**src/rtl/cmd_stretch_pkg.sv**
```systemverilog
// Shared types and helpers for the command hold driver.
// Assumes a three-line command code in which all ones means NOP.
package cmd_stretch_pkg;

    localparam int CMD_W = 3;
    localparam logic [CMD_W-1:0] CMD_NOP = '1;

    typedef enum logic [1:0] {
        HOLD_1N   = 2'b00,
        HOLD_RSVD = 2'b01,
        HOLD_2N   = 2'b10,
        HOLD_3N   = 2'b11
    } hold_mode_e;

    localparam hold_mode_e MODE_AT_RESET = HOLD_2N;

    // Number of pin cycles a command occupies for a given mode code.
    function automatic logic [1:0] hold_cycles(input logic [1:0] mode);
        case (mode)
            HOLD_2N: hold_cycles = 2'd2;
            HOLD_3N: hold_cycles = 2'd3;
            default: hold_cycles = 2'd1;   // 1N and reserved
        endcase
    endfunction

endpackage

```
**src/rtl/cs_cfg_regs.sv**
```systemverilog
// Configuration holder: hold mode and parking policy.
// Assumes writes come as a single-cycle strobe; new values apply next cycle.
module cs_cfg_regs
    import cmd_stretch_pkg::*;
(
    input  logic       clk,
    input  logic       rst_n,
    input  logic       wr,
    input  logic [1:0] mode_in,
    input  logic       park_in,
    output logic [1:0] mode_q,
    output logic       park_q
);

    // Capture configuration on a write strobe.
    always_ff @(posedge clk) begin
        if (!rst_n) begin
            mode_q <= MODE_AT_RESET;
            park_q <= 1'b0;
        end else if (wr) begin
            mode_q <= mode_in;
            park_q <= park_in;
        end
    end

endmodule

```
**src/rtl/cs_hold_seq.sv**
```systemverilog
// Hold sequencer: counts the pin cycles left for the current command.
// Ready is high when at most one held cycle remains, so a new command can
// follow with no gap. The length is latched at acceptance.
module cs_hold_seq
    import cmd_stretch_pkg::*;
(
    input  logic       clk,
    input  logic       rst_n,
    input  logic       valid,
    input  logic [1:0] mode,
    output logic       ready,
    output logic       accept,
    output logic       final_next,
    output logic       busy_next
);

    logic [1:0] left_q;
    logic [1:0] left_d;

    // Handshake and next remaining-cycle count.
    always_comb begin
        ready  = (left_q <= 2'd1);
        accept = valid && ready;
        if (accept)
            left_d = hold_cycles(mode);
        else if (left_q != 2'd0)
            left_d = left_q - 2'd1;
        else
            left_d = 2'd0;
        final_next = (left_d == 2'd1);
        busy_next  = (left_d != 2'd0);
    end

    // Remaining-cycle counter.
    always_ff @(posedge clk) begin
        if (!rst_n)
            left_q <= 2'd0;
        else
            left_q <= left_d;
    end

endmodule

```
**src/rtl/cs_pin_stage.sv**
```systemverilog
// Pin register stage: holds command, address and rank, and produces the
// active-low chip-selects and the NOP substitution for idle cycles.
// Assumes rank indices below NRANK; other indices select no rank.
module cs_pin_stage
    import cmd_stretch_pkg::*;
#(
    parameter int NRANK  = 2,
    parameter int ADDR_W = 14,
    localparam int RANK_W = (NRANK > 1) ? $clog2(NRANK) : 1
)(
    input  logic              clk,
    input  logic              rst_n,
    input  logic              accept,
    input  logic              final_next,
    input  logic              busy_next,
    input  logic              park,
    input  logic [CMD_W-1:0]  cmd_in,
    input  logic [ADDR_W-1:0] addr_in,
    input  logic [RANK_W-1:0] rank_in,
    output logic [NRANK-1:0]  cs_n,
    output logic [CMD_W-1:0]  cmd_out,
    output logic [ADDR_W-1:0] addr_out
);

    logic [CMD_W-1:0]  last_cmd_q;
    logic [RANK_W-1:0] rank_q;
    logic [RANK_W-1:0] rank_sel;
    logic [NRANK-1:0]  cs_d;
    logic [NRANK-1:0]  cs_q;
    logic              show_q;

    // Rank that the next pin cycle belongs to.
    always_comb rank_sel = accept ? rank_in : rank_q;

    // One chip-select decoder per rank, active only in a final cycle.
    for (genvar i = 0; i < NRANK; i++) begin : g_cs
        always_comb cs_d[i] = !(final_next && (rank_sel == RANK_W'(i)));
    end

    // Capture accepted command fields.
    always_ff @(posedge clk) begin
        if (!rst_n) begin
            last_cmd_q <= CMD_NOP;
            addr_out   <= '0;
            rank_q     <= '0;
        end else if (accept) begin
            last_cmd_q <= cmd_in;
            addr_out   <= addr_in;
            rank_q     <= rank_in;
        end
    end

    // Chip-select flops and the show-last-command flag.
    always_ff @(posedge clk) begin
        if (!rst_n) begin
            cs_q   <= '1;
            show_q <= 1'b0;
        end else begin
            cs_q   <= cs_d;
            show_q <= busy_next || park;
        end
    end

    // Idle cycles without parking carry NOP on the command lines.
    always_comb begin
        cs_n    = cs_q;
        cmd_out = show_q ? last_cmd_q : CMD_NOP;
    end

endmodule

```
**src/rtl/cs_oe_ctrl.sv**
```systemverilog
// Output enable control for the command/address bus.
// Drives when parking is on, when a command is held, or when the channel is
// active (some rank has clock-enable high and memory is not self-refreshing).
module cs_oe_ctrl #(
    parameter int NRANK = 2
)(
    input  logic             clk,
    input  logic             rst_n,
    input  logic             park,
    input  logic             busy_next,
    input  logic [NRANK-1:0] cke,
    input  logic             self_refresh,
    output logic             oe
);

    // Registered enable so it switches on the same edge as the pins.
    always_ff @(posedge clk) begin
        if (!rst_n)
            oe <= 1'b0;
        else
            oe <= park || busy_next || ((|cke) && !self_refresh);
    end

endmodule

```
**src/rtl/cmd_stretch_drv.sv**
```systemverilog
// Top of the command hold driver. Accepts one command per handshake,
// holds it 1/2/3 cycles per the mode setting with chip-select in the last
// cycle only, and manages bus drive per the parking policy.
// Assumes NRANK >= 2 and a synchronous active-low reset.
module cmd_stretch_drv
    import cmd_stretch_pkg::*;
#(
    parameter int NRANK  = 2,
    parameter int ADDR_W = 14,
    localparam int RANK_W = (NRANK > 1) ? $clog2(NRANK) : 1
)(
    input  logic              clk,
    input  logic              rst_n,
    input  logic              cfg_wr,
    input  logic [1:0]        cfg_mode_wr,
    input  logic              cfg_park_wr,
    input  logic              cmd_valid,
    output logic              cmd_ready,
    input  logic [2:0]        cmd_code,
    input  logic [ADDR_W-1:0] cmd_addr,
    input  logic [RANK_W-1:0] cmd_rank,
    input  logic [NRANK-1:0]  rank_cke,
    input  logic              rank_sr,
    output logic [NRANK-1:0]  ddr_cs_n,
    output logic [2:0]        ddr_cmd,
    output logic [ADDR_W-1:0] ddr_addr,
    output logic              ddr_oe
);

    logic [1:0] mode_q;
    logic       park_q;
    logic       accept;
    logic       final_next;
    logic       busy_next;

    cs_cfg_regs u_cfg (
        .clk     (clk),
        .rst_n   (rst_n),
        .wr      (cfg_wr),
        .mode_in (cfg_mode_wr),
        .park_in (cfg_park_wr),
        .mode_q  (mode_q),
        .park_q  (park_q)
    );

    cs_hold_seq u_seq (
        .clk        (clk),
        .rst_n      (rst_n),
        .valid      (cmd_valid),
        .mode       (mode_q),
        .ready      (cmd_ready),
        .accept     (accept),
        .final_next (final_next),
        .busy_next  (busy_next)
    );

    cs_pin_stage #(.NRANK(NRANK), .ADDR_W(ADDR_W)) u_pins (
        .clk        (clk),
        .rst_n      (rst_n),
        .accept     (accept),
        .final_next (final_next),
        .busy_next  (busy_next),
        .park       (park_q),
        .cmd_in     (cmd_code),
        .addr_in    (cmd_addr),
        .rank_in    (cmd_rank),
        .cs_n       (ddr_cs_n),
        .cmd_out    (ddr_cmd),
        .addr_out   (ddr_addr)
    );

    cs_oe_ctrl #(.NRANK(NRANK)) u_oe (
        .clk          (clk),
        .rst_n        (rst_n),
        .park         (park_q),
        .busy_next    (busy_next),
        .cke          (rank_cke),
        .self_refresh (rank_sr),
        .oe           (ddr_oe)
    );

endmodule

```
**config.mk**
```make
export PLATFORM = sky130hd
export DESIGN_NAME = cmd_stretch_drv
export DESIGN_NICKNAME = d
export VERILOG_FILES = /design/src/rtl/cmd_stretch_pkg.sv /design/src/rtl/cs_cfg_regs.sv /design/src/rtl/cs_hold_seq.sv /design/src/rtl/cs_pin_stage.sv /design/src/rtl/cs_oe_ctrl.sv /design/src/rtl/cmd_stretch_drv.sv
export SDC_FILE = /design/constraint.sdc
export NUM_CORES = 1
export LEC_CHECK = 0
export CORE_UTILIZATION = 43
export CTS_CLUSTER_DIAMETER = 60
export DETAILED_ROUTE_END_ITERATION = 16
export GPL_ROUTABILITY_DRIVEN = 1
export PLACE_DENSITY = 0.8
export SLEW_MARGIN = 30
export SYNTH_ARGS = -nofsm -noshare
export SYNTH_HDL_FRONTEND = slang
export SYNTH_HIERARCHICAL = 1
export SYNTH_SLANG_ARGS = --single-unit
```
**constraint.sdc**
```tcl
create_clock -name clk -period 3.8 [get_ports clk]
set_clock_uncertainty 0.2 [all_clocks]
set_input_delay 0.57 -clock clk [delete_from_list [all_inputs] [get_ports clk]]
set_output_delay 0.57 -clock clk [all_outputs]
set_load 0.05 [all_outputs]
```
==> metrics, run 1 <==
Synth top area share=between 50% and 60%; Antenna Cells=0; fin crit period=between 2 and 2.5 ns; Hold Path Class=reg -> reg; Final Hold Viols=0; die width=between 50 and 60 um; setup violators final=0; Row Count=17; RSZ-0062 raised after global routing=no; Nets=170; pre-CTS setup slack=1.321 ns; post-DR vias/cell=approximately 4.7; clock root buffer=clkbuf_4; RR Startpoint=u_seq/left_q[1]; CTS tree=yes; Seq/Total Area, Yosys=51.74%; Worst Reg-to-Reg Cells=3; Slew @ Worst Pin=about 0.73 ns; HPWL Detailed=between 1500 and 2000 um; CTS resizes=0; Worst setup startpoint=u_pins/last_cmd_q[0]; Final period util=between 60% and 70%; Layout fillers=slightly below 200; leakage power=0.0006198 uW; Post-synth ARST share=0%; Post-Syn Area=1045 um^2; Post-CTS Setup Inserts=0; Final Cell Area=between 1500 and 2000 um^2; area leader, netlist=dfxtp_1; Final Worst Setup Slack=between 1 and 1.5 ns; outcome=finished clean; core region area=2255 um^2; most frequent cell after synthesis=dfxtp_1; drt total wl=roughly 2100 um; slew margin rel.=about half; starting density of the core=between 40 and 50%; DP Area=roughly 1500 um^2; clock sinks=27; Max clock buf depth=2; post-synth net total=roughly 120; Commonest cells post-synth=27 x dfxtp_1, 21 x mux2i_1, 18 x nor2b_1; max_cap viols=0; GR Util All Layers=17.02%; I/O Buffers=48; worst-path maximum fanout=2; share of cells above drive strength 1=4.965%; WS Path Type=reg -> out; critical path required time=between 3 and 4 ns; Die Y=about 50 um; largest net degree at the start of global routing=28; hold_buf cts=0; multi-input gate area in the final layout=roughly 450 um^2; H-tree lvl count=1; detailed-route DRC error count=0; ANT nets after route=0; fmax=423.7 MHz; CP endpoint kind=primary output; Layout area overhead=48.50%; clk_lat worst skew=around 0.32 ns; Startpoint Class=flop; I/O pin count=49; CTS clk-pin slew, worst paths=about 0.14 ns; global route overflow=0; VDD IR max=~0.28 mV; Synth Instances=93; first-pass GRT wire length=around 3300 um; Die Footprint=2631 um^2; vias in the first global route=785; CP endpoint=ddr_cmd[0]; critical path arrival=1.59 ns; ranking of synthesized cells by area=dfxtp_1 52%, mux2i_1 20%, nor2b_1 11%; Warnings, synthesis=6; worst hold slack=0.2813 ns; drt wl/cell=roughly 12 um; Critical R2R Capture=u_pins/cs_n[0]; Syn Area/Cell=between 10 and 15 um^2; first-pass detailed-route iteration total=4; Distinct cells, synth=21; pwr dens=approximately 380 nW/um^2; ys flop type=dfxtp_1; Register Area=roughly 540 um^2; #FFs+latches synth=27; vias post-DR=about 800; routability congestion estimate=about 0.67; DR iter-0 viols=10; number of synthesized flops with an enable pin=0; max-slew violation count=0; CTS buffer count=3; setup TNS=0 ns; initial antenna violation count=0; R2R Setup Slk=between 2 and 2.5 ns
registers in the layout (all words and copies together), names as in the netlist:
name               count
u_cfg/park_q           1
u_oe/oe                1
u_seq/left_q           2
u_pins/show_q          1
u_pins/rank_q          1
u_pins/addr_out       14
u_pins/cs_n            2
u_pins/last_cmd_q      3
u_cfg/mode_q           2
worst min-delay path by stage:
stage / startpoint / end / slack [ns] / cells after the start
floorplan: u_pins/last_cmd_q[0] / u_pins/last_cmd_q[0] / 0.23 / 2
global placement: u_pins/last_cmd_q[0] / u_pins/last_cmd_q[0] / 0.25 / 2
detailed placement: u_pins/last_cmd_q[1] / u_pins/last_cmd_q[1] / 0.26 / 2
CTS: u_pins/last_cmd_q[2] / u_pins/last_cmd_q[2] / 0.29 / 2
global route: u_pins/last_cmd_q[1] / u_pins/last_cmd_q[1] / 0.32 / 2
finish: u_pins/last_cmd_q[2] / u_pins/last_cmd_q[2] / 0.28 / 2
per-layer routing:
layer  wire, um  vias up  share of wire (%)  track usage, %
li1           -      401                  -               -
met2       1107       22                 53           33.11
met4         14        0               0.67           5.405
met1        873      371                 42           17.70
met5          0        -                  0               0
met3        106        2                5.0           3.869
metrics by stage:
step / power [uW] / utilization [%] / instances
6_report: 582.8 / 68.81 / 169
5_1_grt: 612.0 / 68.81 / 169
4_1_cts: 591.0 / 68.81 / 169
3_5_place_dp: 468.9 / 67.48 / 165
3_3_place_gp: 465.2 / 67.48 / 165
2_1_floorplan: 410.7 / - / 93
power breakdown:
part / switching (uW) / internal [uW]
combinational: 79.2 / 70.5
clock: 81.2 / 40.2
sequential: 10.1 / 302
layout by cell type, fill, tap and decap left out, drive strengths merged, types with 2 or more instances in the layout:
cell type,netlist,routed
o21ai,2,2
nand2,4,4
a21boi,2,2
clkdlybuf4s50,0,48
clkbuf,2,3
dfxtp,27,27
nor2b,19,19
inv,3,3
nand2b,4,4
mux2i,21,21
final cells by class:
class	count	share of cell area, %
flip-flops and latches	27	34.84
repair buffers	48	30.97
clock inverters	1	0.4839
well taps	28	2.258
clock buffers	3	1.452
multi-input cells	59	29.27
inverters	3	0.7258
critical path, stage by stage (launching register included):
cell and delay, ns:
dfxtp_1 0.36, nand2b_1 0.11, clkdlybuf4s50_1 0.80
kinds of logic (layout without fill, tap and decap cells):
| group | after synthesis | after routing | synth area share [%] |
|---|---|---|---|
| compound gates | 7 | 7 | 5.270 |
| simple gates | 31 | 31 | 18.08 |
| buf+inv | 7 | 55 | 4.791 |
| flops | 27 | 27 | 51.74 |
| mux | 21 | 21 | 20.12 |
No activity file was read; power rests on OpenSTA's default activity.
==> run 2, diff against run 1 <==
Settings changed: CORE_UTILIZATION 43 to 40, PLACE_DENSITY 0.8 to 0.75.
Clock period 3.8 ns to 2.4 ns, I/O delays scaled along.
==> run 2 against run 1 <==
Worst hold slack improved by 0.0028 ns. First-iteration DRC count decreased by 10%. Critical path type unchanged. Combinational power increased by 61%. Via count increased by 0.25%. Cell area increased by 0.89%. Utilization decreased by 5.6 points. Flip-flop and latch count unchanged. Die area increased by 7.2%. Cell count increased by 2.4%. Wire length increased by 1.2%. Sequential power increased by 58%.
==> metrics, run 2 (same netlist as run 1, synthesis figures left out) <==
fmax=469.1 MHz; pwr dens=approximately 600 nW/um^2; first-pass GRT wire length=3215 um; commonest cells after routing, fill and taps aside=48 x clkdlybuf4s50_1, 27 x dfxtp_1, 21 x mux2i_1; Die Y=approximately 53 um; Nets=172; Slew @ Worst Pin=around 0.77 ns; routability congestion estimate=a little under 0.7; Register Area=540.5 um^2; DR iter-0 viols=9; Final Hold Viols=0; Row Count=18; CTS tree=yes; GR Util All Layers=roughly 16%; vias post-DR=798; sw power=about 270 uW; leakage power=~0.00063 uW; clock root buffer=clkbuf_4; Final Core Density=63.18%; Pint=656.9 uW; CTS resizes=0; max-slew violation count=0; drt total wl=about 2100 um; detailed-route DRC error count=0; Layout area overhead=49.82%; I/O pin count=just under 50; setup violators final=0; Top Registers=u_pins/addr_out (14), u_pins/last_cmd_q (3); RR Startpoint=u_seq/left_q[1]; I/O Buffers=48; worst hold slack=about 0.28 ns; drt wl/cell=roughly 12 um; Layout fillers=between 200 and 250; Antenna Cells=0; max_cap viols=0; DP Area=1539 um^2; sequential power share=a little over half; HPWL Detailed=1569 um; outcome=finished clean; Net Sw Frac=28.76%; Hold Path Class=reg -> reg; setup TNS=0 ns; fin crit period=2.132 ns; post-DR vias/cell=4.613; CTS buffer count=3; initial antenna violation count=0; H-tree lvl count=1; largest net degree at the start of global routing=28; Die Footprint=between 2000 and 3000 um^2; commonest non-fill, non-tap cell in the layout=clkdlybuf4s50_1; VDD IR max=around 0.46 mV; WS Path Type=reg -> out; share of cells above drive strength 1=about 5.6%; multi-input gate area in the final layout=454.2 um^2; hold_buf cts=0; Worst setup startpoint=u_seq/left_q[1]; Startpoint Class=flop; clk_lat worst skew=0.31 ns; combinational power share=between 20% and 30%; Max clock buf depth=2; starting density of the core=a little over two fifths; Final Cell Area=around 1600 um^2; vias in the first global route=727; critical path arrival=between 1.5 and 2 ns; global route overflow=0; critical path required time=1.84 ns; slew margin rel.=48.64%; first-pass detailed-route iteration total=4; CP endpoint kind=primary output; CTS clk-pin slew, worst paths=0.13 ns; Post-CTS Setup Inserts=0; Hold Crit Start=u_pins/last_cmd_q[1]; max reg flops=14; Biggest register=u_pins/addr_out; die width=approximately 53 um; Final period util=about nine tenths; core region area=2477 um^2; Clock Power Share=a little over 20%; worst-path maximum fanout=5; ANT nets after route=0; clock sinks=27; RSZ-0062 raised after global routing=no
==> run 2: final timing paths <==
| kind | end | cells past startpoint | slack [ns] |
|---|---|---|---|
| worst min-delay path | u_pins/last_cmd_q[1] | 2 | 0.28 |
| worst max-delay path | cmd_ready | 2 | 0.27 |
| worst max register to register | u_pins/addr_out[12] | 4 | 0.96 |
| worst min register to register | u_pins/last_cmd_q[1] | 2 | 0.28 |
==> run 2: worst max-delay path: stages (launching register included) <==
cell and delay (ns):
dfxtp_1 0.39, inv_1 0.07, clkdlybuf4s50_1 0.79
==> run 2: area by class of cell <==
type | instances | area share (%)
sequential | 27 | 34.53
clock buffer | 4 | 1.679
inverter | 3 | 0.7194
timing repair buffer | 50 | 31.65
multi-input combinational | 59 | 29.02
tap | 30 | 2.398
==> run 2: metal layers <==
metal	track usage [%]	part of all wire, %
met1	18.56	41
met2	25.95	47
met3	5.172	8.8
met4	10.53	2.6
met5	0	0
==> run 2: power by group through the flow <==
stage          registers (uW)  logic (uW)  clock network [uW]
2_1_floorplan             564        86.5                   0
3_3_place_gp              502         238                   0
3_5_place_dp              504         242                   0
4_1_cts                   494         242                 201
5_1_grt                   497         256                 212
6_report                  494         241                 187
==> run 2: metrics by stage <==
stage | setup slack, ns | instances | total power, uW
2_1_floorplan | 1.027 | 93 | 650.3
3_3_place_gp | 0.5037 | 169 | 739.5
3_5_place_dp | 0.4516 | 169 | 745.3
4_1_cts | 0.2393 | 173 | 937.6
5_1_grt | 0.1755 | 173 | 965.2
6_report | 0.2684 | 173 | 922.0
==> run 3, diff against run 2 <==
Settings changed: ABC_CLOCK_PERIOD_IN_PS set to 2400.
==> results of run 3 <==
No change in the layout: final DEF, timing and power equal those of run 2.
